===== src/rtl/rfsh_pkg.sv =====
package rfsh_pkg;
  typedef enum logic [2:0] {
    ST_PAUSE,
    ST_IDLE,
    ST_CSU,   // column low, row high: setup before row fall
    ST_ACT,   // row low
    ST_PRE,   // row and column high
    ST_HPRE   // hidden start: column held low, row precharging
  } rfsh_state_e;
endpackage


===== src/rtl/rfsh_timer.sv =====
module rfsh_timer #(
  parameter int CW      = 8,
  parameter int RST_VAL = 0
) (
  input  logic          clk_i,
  input  logic          rst_ni,
  input  logic          load_i,
  input  logic [CW-1:0] val_i,
  output logic          done_o
);
  logic [CW-1:0] cnt_q;

  always_ff @(posedge clk_i or negedge rst_ni) begin
    if (!rst_ni)            cnt_q <= CW'(RST_VAL);
    else if (load_i)        cnt_q <= val_i;
    else if (cnt_q != '0)   cnt_q <= cnt_q - 1'b1;
  end

  assign done_o = (cnt_q == '0);
endmodule


===== src/rtl/rfsh_credit.sv =====
module rfsh_credit #(
  parameter int REF_INT  = 1950,
  parameter int MAX_PEND = 8
) (
  input  logic clk_i,
  input  logic rst_ni,
  input  logic en_i,
  input  logic take_i,
  output logic pend_o
);
  localparam int IW = $clog2(REF_INT + 1);
  localparam int PW = $clog2(MAX_PEND + 1);

  logic [IW-1:0] ivl_q;
  logic [PW-1:0] cred_q;
  logic          tick, full, inc;

  assign tick = en_i && (ivl_q == IW'(REF_INT - 1));
  assign full = (cred_q == PW'(MAX_PEND));
  assign inc  = tick && (!full || take_i);

  always_ff @(posedge clk_i or negedge rst_ni) begin
    if (!rst_ni)   ivl_q <= '0;
    else if (tick) ivl_q <= '0;
    else if (en_i) ivl_q <= ivl_q + 1'b1;
  end

  always_ff @(posedge clk_i or negedge rst_ni) begin
    if (!rst_ni) cred_q <= '0;
    else begin
      case ({inc, take_i})
        2'b10:   cred_q <= cred_q + 1'b1;
        2'b01:   cred_q <= cred_q - 1'b1;
        default: cred_q <= cred_q;
      endcase
    end
  end

  assign pend_o = (cred_q != '0);
endmodule


===== src/rtl/rfsh_row_ctr.sv =====
module rfsh_row_ctr #(
  parameter int ROW_W = 10
) (
  input  logic             clk_i,
  input  logic             rst_ni,
  input  logic             inc_i,
  output logic [ROW_W-1:0] row_o
);
  always_ff @(posedge clk_i or negedge rst_ni) begin
    if (!rst_ni)    row_o <= '0;
    else if (inc_i) row_o <= row_o + 1'b1;
  end
endmodule


===== src/rtl/rfsh_seq.sv =====
module rfsh_seq
  import rfsh_pkg::*;
#(
  parameter int NB        = 2,
  parameter int NC        = 4,
  parameter int ROW_W     = 10,
  parameter int PAUSE_CYC = 12500,
  parameter int WARMUP    = 8,
  parameter int REF_INT   = 1950,
  parameter int MAX_PEND  = 8,
  parameter int T_CSR     = 1,
  parameter int T_RAS     = 9,
  parameter int T_RP      = 5,
  parameter bit RAS_ONLY  = 1'b0,
  parameter bit HIDDEN_EN = 1'b1
) (
  input  logic             clk_i,
  input  logic             rst_ni,
  input  logic             gnt_i,
  input  logic             hid_ok_i,
  output logic             req_o,
  output logic             busy_o,
  output logic             init_done_o,
  output logic [NB-1:0]    ras_no,
  output logic [NC-1:0]    cas_no,
  output logic             we_no,
  output logic [ROW_W-1:0] addr_o
);
  localparam int TM1  = (PAUSE_CYC > T_RAS) ? PAUSE_CYC : T_RAS;
  localparam int TM2  = (T_RP > T_CSR) ? T_RP : T_CSR;
  localparam int TMAX = (TM1 > TM2) ? TM1 : TM2;
  localparam int CW   = $clog2(TMAX + 1);
  localparam int WW   = $clog2(WARMUP + 1);
  localparam bit HID_ON = HIDDEN_EN && !RAS_ONLY;
  localparam rfsh_state_e START_ST = RAS_ONLY ? ST_ACT : ST_CSU;
  localparam logic [CW-1:0] START_VAL = RAS_ONLY ? CW'(T_RAS - 1) : CW'(T_CSR - 1);

  rfsh_state_e   state_q, state_d;
  logic          tmr_load, tmr_done;
  logic [CW-1:0] tmr_val;
  logic [WW-1:0] wup_q;
  logic          wup_inc, init_set, init_q;
  logic          take, pend, row_inc, hid_go;
  logic          ras_low, cas_low;

  rfsh_timer #(.CW(CW), .RST_VAL(PAUSE_CYC)) u_tmr (
    .clk_i, .rst_ni, .load_i(tmr_load), .val_i(tmr_val), .done_o(tmr_done)
  );

  rfsh_credit #(.REF_INT(REF_INT), .MAX_PEND(MAX_PEND)) u_cred (
    .clk_i, .rst_ni, .en_i(init_q), .take_i(take), .pend_o(pend)
  );

  rfsh_row_ctr #(.ROW_W(ROW_W)) u_row (
    .clk_i, .rst_ni, .inc_i(row_inc), .row_o(addr_o)
  );

  assign req_o  = init_q && pend && (state_q == ST_IDLE);
  assign hid_go = HID_ON && req_o && hid_ok_i;

  always_comb begin
    state_d  = state_q;
    tmr_load = 1'b0;
    tmr_val  = '0;
    take     = 1'b0;
    wup_inc  = 1'b0;
    init_set = 1'b0;
    row_inc  = 1'b0;
    unique case (state_q)
      ST_PAUSE: if (tmr_done) begin
        state_d = START_ST; tmr_load = 1'b1; tmr_val = START_VAL;
      end
      ST_IDLE: begin
        if (hid_go) begin
          state_d = ST_HPRE; tmr_load = 1'b1; tmr_val = CW'(T_RP - 1); take = 1'b1;
        end else if (req_o && gnt_i) begin
          state_d = START_ST; tmr_load = 1'b1; tmr_val = START_VAL; take = 1'b1;
        end
      end
      ST_CSU, ST_HPRE: if (tmr_done) begin
        state_d = ST_ACT; tmr_load = 1'b1; tmr_val = CW'(T_RAS - 1);
      end
      ST_ACT: if (tmr_done) begin
        state_d = ST_PRE; tmr_load = 1'b1; tmr_val = CW'(T_RP - 1);
      end
      ST_PRE: if (tmr_done) begin
        row_inc = 1'b1;  // row moves only after precharge: address hold met
        if (!init_q) begin
          wup_inc = 1'b1;
          if (wup_q == WW'(WARMUP - 1)) begin
            init_set = 1'b1; state_d = ST_IDLE;
          end else begin
            state_d = START_ST; tmr_load = 1'b1; tmr_val = START_VAL;
          end
        end else begin
          state_d = ST_IDLE;
        end
      end
      default: state_d = ST_IDLE;
    endcase
  end

  always_ff @(posedge clk_i or negedge rst_ni) begin
    if (!rst_ni) begin
      state_q <= ST_PAUSE;
      wup_q   <= '0;
      init_q  <= 1'b0;
    end else begin
      state_q <= state_d;
      if (wup_inc)  wup_q  <= wup_q + 1'b1;
      if (init_set) init_q <= 1'b1;
    end
  end

  assign ras_low = (state_q == ST_ACT);

  if (RAS_ONLY) begin : g_row_only
    assign cas_low = 1'b0;
  end else begin : g_cbr
    assign cas_low = (state_q == ST_CSU) || (state_q == ST_ACT) || (state_q == ST_HPRE);
  end

  assign ras_no      = {NB{~ras_low}};
  assign cas_no      = {NC{~cas_low}};
  assign we_no       = 1'b1;
  assign busy_o      = (state_q != ST_IDLE) && (state_q != ST_PAUSE);
  assign init_done_o = init_q;
endmodule


===== config.mk =====
export PLATFORM = sky130hd
export DESIGN_NAME = rfsh_seq
export DESIGN_NICKNAME = d
export VERILOG_FILES = /design/src/rtl/rfsh_pkg.sv /design/src/rtl/rfsh_timer.sv /design/src/rtl/rfsh_credit.sv /design/src/rtl/rfsh_row_ctr.sv /design/src/rtl/rfsh_seq.sv
export SDC_FILE = /design/constraint.sdc
export NUM_CORES = 1
export LEC_CHECK = 0
export BUFFER_PORTS_ARGS = -buffer_cell sky130_fd_sc_hd__buf_2
export CAP_MARGIN = 15
export CORE_MARGIN = 1
export CORE_UTILIZATION = 50
export DETAILED_ROUTE_END_ITERATION = 12
export PLACE_DENSITY_LB_ADDON = 0.05
export SETUP_SLACK_MARGIN = 0.2
export SYNTH_ARGS = -nofsm -noshare
export SYNTH_HDL_FRONTEND = slang
export SYNTH_HIERARCHICAL = 1
export SYNTH_SLANG_ARGS = --single-unit

===== constraint.sdc =====
create_clock -name clk_i -period 3.15 [get_ports clk_i]
set_input_delay 0.1575 -clock clk_i [delete_from_list [all_inputs] [get_ports clk_i]]
set_output_delay 0.1575 -clock clk_i [all_outputs]
set_load 0.1 [all_outputs]

# Word level (Yosys, flattened, before mapping)

Index checks and enable logic that the tools add are counted.
Widths: inputs -> output; s select.

Word-level logic and storage cells: 87
Output and inout bits: 20
Register bits after elaboration: 47

Mux-type cells: 34
Bitwise operators: 2
Reductions and logical operators: 22
Equality and inequality tests: 16
$add $sub $neg: 6

Operators by type and width:

| cell                  | number |
|---|---|
| $mux 14               | 2 |
| $mux 3                | 9 |
| $mux 11               | 2 |
| $mux 1                | 15 |
| $pmux 3 s5            | 1 |
| $logic_not 14->1      | 1 |
| $reduce_bool 14->1    | 1 |
| $sub 14x1->14 const B | 1 |
| $pmux 4 s3            | 1 |
| $add 11x1->11 const B | 1 |
| $eq 11x11->1 const B  | 1 |
| $add 10x1->10 const B | 1 |
| $add 4x1->4 const B   | 2 |
| $ne 2x2->1 const B    | 4 |
| $pmux 4 s2            | 1 |
| $logic_and 1x1->1     | 7 |
| $eq 3x2->1 const B    | 2 |
| $eq 3x3->1 const B    | 2 |
| $reduce_bool 2->1     | 3 |
| $reduce_and 5->1      | 1 |
| $eq 4x3->1 const B    | 1 |
| $eq 4x4->1 const B    | 1 |
| $mux 4                | 1 |
| $reduce_bool 4->1     | 1 |
| other kinds (15)      | 18 |

# Logic depth before layout (Yosys ltp)

Word-level depth: 11
Mapped depth: 12
Depth with buffers taken out: 11

# Hierarchy

Netlist, hierarchy kept.

By module, submodules not included:

| module       | cells each | seq. area each (um^2) | area an instance (um^2) | instances |
|---|---|---|---|---|
| rfsh_credit  | 84         | 375.4                 | 879.6                   | 1 |
| rfsh_timer   | 85         | 357.8                 | 835.8                   | 1 |
| rfsh_seq     | 67         | 200.2                 | 595.6                   | 1 |
| rfsh_row_ctr | 35         | 250.2                 | 434.2                   | 1 |

# Worst setup path after synthesis

OpenSTA, ideal clock, no wires.

Path type: register -> register
Start point: register init_q, in the netlist init_done_o
End point: register u_cred.cred_q[2]
Buffers on the path: 0
Stages on the path, launching flop included: 10
Arrival: 3.606 ns
Setup slack: -0.579 ns
Library setup time: 0.123 ns
Period minus slack after synthesis: 3.729 ns
Required time: 3.027 ns
Cell sequence: dfrtp_1 -> nand2_1 -> nor3_2 -> o21a_1 -> o31ai_2 -> xnor2_1 -> ha_1 -> nor3b_1 -> mux2i_1 -> xnor2_1

Longest elaborated chain between the ends: 10

RTL lines:

| element                                                | RTL line          | RTL |
|---|---|---|
| start: declaration                                     | rfsh_seq.sv:42    | `logic wup_inc, init_set, init_q;` |
| start signal: assignment                               | rfsh_seq.sv:107   | `init_q <= 1'b0;` |
| start signal: assignment                               | rfsh_seq.sv:111   | `if (init_set) init_q <= 1'b1;` |
| $logic_and 1x1->1 * (2 in series)                      | rfsh_seq.sv:58    | `assign req_o = init_q && pend && (state_q == ST_IDLE);` |
| named net req_o                                        | rfsh_seq.sv:21    | `output logic req_o,` |
| $logic_and 1x1->1                                      | rfsh_seq.sv:76    | `end else if (req_o && gnt_i) begin` |
| $mux 1                                                 | rfsh_seq.sv:76    |  |
| $mux 1 *                                               | rfsh_seq.sv:74    | `if (hid_go) begin` |
| $mux 1 *                                               | rfsh_seq.sv:69    | `unique case (state_q)` |
| named net take                                         | rfsh_seq.sv:43    | `logic take, pend, row_inc, hid_go;` |
| $logic_or 1x1->1                                       | rfsh_credit.sv:20 | `assign inc = tick && (!full \|\| take_i);` |
| $logic_and 1x1->1                                      | rfsh_credit.sv:20 |  |
| $eq 2x1->1 / $eq 2x2->1 (equally long branches)        | rfsh_credit.sv:31 | `case ({inc, take_i})` |
| $pmux 4 s2 / $reduce_bool 2->1 (equally long branches) | -                 |  |
| end signal: assignment                                 | rfsh_credit.sv:32 | `2'b10: cred_q <= cred_q + 1'b1;` |
| end signal: assignment                                 | rfsh_credit.sv:33 | `2'b01: cred_q <= cred_q - 1'b1;` |
| end signal: assignment                                 | rfsh_credit.sv:34 | `default: cred_q <= cred_q;` |
| end: declaration                                       | rfsh_credit.sv:15 | `logic [PW-1:0] cred_q;` |

Mark *: on every way through the listed nets, which the timed path passes. The rest lies on a longest branch.
A chain may end at the register's enable or synchronous reset.

# Final worst setup path

Start point: register u_tmr.cnt_q[5]
End point: register u_row.row_o[9]

Longest elaborated chain between the ends: 3

RTL lines:

| element                  | RTL line           | RTL |
|---|---|---|
| start: declaration       | rfsh_timer.sv:11   | `logic [CW-1:0] cnt_q;` |
| start signal: assignment | rfsh_timer.sv:14   | `if (!rst_ni) cnt_q <= CW'(RST_VAL);` |
| start signal: assignment | rfsh_timer.sv:15   | `else if (load_i) cnt_q <= val_i;` |
| start signal: assignment | rfsh_timer.sv:16   | `else if (cnt_q != '0) cnt_q <= cnt_q - 1'b1;` |
| $logic_not 14->1         | rfsh_timer.sv:19   | `assign done_o = (cnt_q == '0);` |
| named net tmr_done       | rfsh_seq.sv:39     | `logic tmr_load, tmr_done;` |
| $mux 1                   | rfsh_seq.sv:86     | `ST_PRE: if (tmr_done) begin` |
| $mux 1                   | rfsh_seq.sv:69     |  |
| named net row_inc        | rfsh_seq.sv:43     |  |
| end signal: assignment   | rfsh_row_ctr.sv:11 | `else if (inc_i) row_o <= row_o + 1'b1;` |
| end: declaration         | rfsh_row_ctr.sv:7  | `output logic [ROW_W-1:0] row_o` |

The timed path passes the listed nets, and every way through them passes these cells.

==> impl_metrics.env <==
export IMPL_skew_ns=0.007103
export IMPL_rsz0062_at_grt="no"
export IMPL_drtIter0Drc=62
export IMPL_root_buffer="clkbuf_8"
export IMPL_die_y_um=76.10
export IMPL_dp_hpwl_um=3427
export IMPL_pre_cts_ws_ns=0.4450
export IMPL_fmax_mhz=369.5
export IMPL_clk_path_buf_depth=2
export IMPL_drc=0
export IMPL_grt_pass1_wl_um=8625
export IMPL_cts_resized=0
export IMPL_synthFlopType="dfrtp_1"
export IMPL_grt_use_total_pct=18.49
export IMPL_synth_edff_count=0
export IMPL_hold_violations=0
export IMPL_yosys_warnings=6
export IMPL_hold_depth=3
export IMPL_rows=26
export IMPL_ant_nets=0
export IMPL_startpoint="u_tmr/cnt_q[5]$_DFFE_PN0P_"
export IMPL_synth_top_cells_by_count="dfrtp_1, nand2_1, nor2_1, xnor2_1, xor2_1"
export IMPL_startpoint_type="flip-flop"
export IMPL_period_needed_ns=2.706
export IMPL_start_util_pct=52.74
export IMPL_synth_area_leader_cell="dfrtp_1"
export IMPL_cts_tree="done"
export IMPL_async_reset_ff_share_pct=100.0
export IMPL_drt_wl_total_um=4785
export IMPL_path_max_fanout=8
export IMPL_place_congestion=0.7776
export IMPL_syn_cell_area_um2=2745
export IMPL_synth_area_per_cell_um2=10.13
export IMPL_viasPerCell=5.134
export IMPL_yosysSeqAreaShare_pct=43.12
export IMPL_cp_required_ns=3.38
export IMPL_grt_pass1_vias=1835
export IMPL_overflow=0
export IMPL_grt_max_degree=26
export IMPL_p_per_area_nw_per_um2=463.3
export IMPL_hold_class="in -> reg"
export IMPL_path_class="reg -> reg"
export IMPL_finalWorstSetupSlack_ns=0.4439
export IMPL_slew_violations=0
export IMPL_h_tree_depth=2
export IMPL_nets=311
export IMPL_die_w_um=76.10
export IMPL_clkTransAtPathRegs_ns=0.10
export IMPL_ys_seq_elements=47
export IMPL_yosysTopAreaCellShare_pct=37.37
export IMPL_synth_distinct_cells=61
export IMPL_outcome="complete, no violations"
export IMPL_finalSetupViolCount=0
export IMPL_antenna_cells=0
export IMPL_synthCells=271
export IMPL_antenna_found_initial=0
export IMPL_core_area_um2=5205
export IMPL_num_fill_cells=475
export IMPL_drv_cap=0
export IMPL_cts_sinks=47
export IMPL_port_buffers=22
export IMPL_drtPass1Iterations=4
export IMPL_cts_buffers=5
export IMPL_peakVddDrop_uv=462.6
export IMPL_io_pins=24
export IMPL_reg2reg_depth=8
export IMPL_synthToLayoutAreaGrowth_pct=10.76
export IMPL_max_slew_worst_pin_slew_ns=0.5939
export IMPL_synth_area_top_cells="dfrtp_1, xnor2_1, dfstp_2"
export IMPL_fin_tns_setup_ns=0
export IMPL_clock_latency_ns=0.30
export IMPL_worstPathArrival_ns=2.94
export IMPL_crit_path_end_kind="flip-flop"
export IMPL_vias=1910
export IMPL_dieArea_um2=5790
export IMPL_min_from="hid_ok_i"
export IMPL_yosysMostFrequentCell="dfrtp_1"
export IMPL_reg2reg_from="u_tmr/cnt_q[5]$_DFFE_PN0P_"
export IMPL_period_share_pct=85.91
export IMPL_drive_above_1_share_pct=22.19
export IMPL_slew_headroom_pct=60.28
export IMPL_routedWlPerCell_um=12.86
export IMPL_p_leak_nw=1.357
[layout by cell type (no fill, tap or decap), types with 3 or more instances in the layout]
cell type  count
dfrtp_1       40
nand2_1       27
buf_2         22
nor2_1        20
xnor2_1       19
xor2_1        16
conb_1        13
o21ai_0       10
inv_1          7
nor3_1         7
nand4_1        6
ha_1           6
dfstp_2        6
nor2b_1        5
a21oi_1        5
nand3_1        5
clkbuf_8       5
buf_4          5
nor4_1         5
o31ai_1        4
nand2b_1       3
nor3b_1        3
or2_2          3
nor4_4         3
mux2_2         3
mux2i_1        3
o21ai_1        3
[repair_timing]
item                                   in CTS  in global routing
endpoints found under the hold margin      22                  0
buffers inserted                            0                  0
hold buffers                                1                  0
[kinds of logic after synthesis]
| group | count (synthesis) | share of synthesized area, % |
|---|---|---|
| fa+ha+maj | 6 | 2.735 |
| flops | 47 | 43.12 |
| simple gates | 112 | 26.25 |
| other cells | 2 | 0.2736 |
| mux | 6 | 2.324 |
| xor+xnor | 35 | 11.17 |
| compound gates | 40 | 9.617 |
| buf+inv | 23 | 4.512 |
[per-layer routing]
metal  share of wire (%)  global-route usage, %  vias to the layer above
met1                  53                  27.08                      895
met3                 2.3                  3.234                        5
met5                   0                      0                        -
li1                    -                      -                      989
met2                  44                  27.82                       21
met4                 1.3                  5.769                        0
[worst max-delay path, cell delays in order, from the launching register on]
cell and delay [ns]:
dfrtp_1 0.44, or4_4 0.60, nor2_1 0.21, and3_1 0.36, nand2_2 0.12, nor3_1 0.30
nand4_2 0.22, nor3_2 0.23, xor2_1 0.15
[area by class of cell]
cell class	count	area [µm²]	area share [%]
multi-input combinational	212	1485	48.85
sequential	47	1187	39.05
timing repair buffer	28	157.7	5.185
tap	70	87.58	2.881
clock buffer	5	68.82	2.263
clock inverter	3	27.53	0.9053
inverter	7	26.28	0.8642
[stage by stage]
stage	hold WS (ns)	area (µm²)	utilization, %	total power, W	cells
after detailed placement	0.1861	2934	56.37	0.001031	363
after floorplan	-0.1381	2796	-	0.0009691	282
after global placement	0.1839	2934	56.37	0.001021	363
after CTS	0.1937	3040	58.41	0.001430	372
final	0.1962	3040	58.41	0.001409	372
after global routing	0.1955	3040	58.41	0.001502	372
[where the power goes]
group	leakage, nW	internal [W]	switching (W)
logic	0.699	0.000112	0.000120
clock network	0.0467	0.000165	0.000223
registers	0.611	0.000698	0.0000911
[flip-flops by register name, indices dropped and copies added (netlist names)]
name           count
u_cred/ivl_q      11
u_row/row_o       10
u_cred/cred_q      4
u_tmr/cnt_q       14
wup_q              4
init_done_o        1
state_q            3
[final timing paths]
path	end	slack (ns)
worst max-delay path	u_row/row_o[9]$_DFFE_PN0P_	0.44
worst min-delay path	state_q[2]$_DFFE_PN0P_	0.20
worst max register to register	u_row/row_o[9]$_DFFE_PN0P_	0.44
worst min register to register	u_row/row_o[9]$_DFFE_PN0P_	0.48
max in group asynchronous	u_tmr/cnt_q[4]$_DFFE_PN1P_	2.02
min in group asynchronous	u_row/row_o[7]$_DFFE_PN0P_	0.36
No activity file was read; power rests on OpenSTA's default activity.
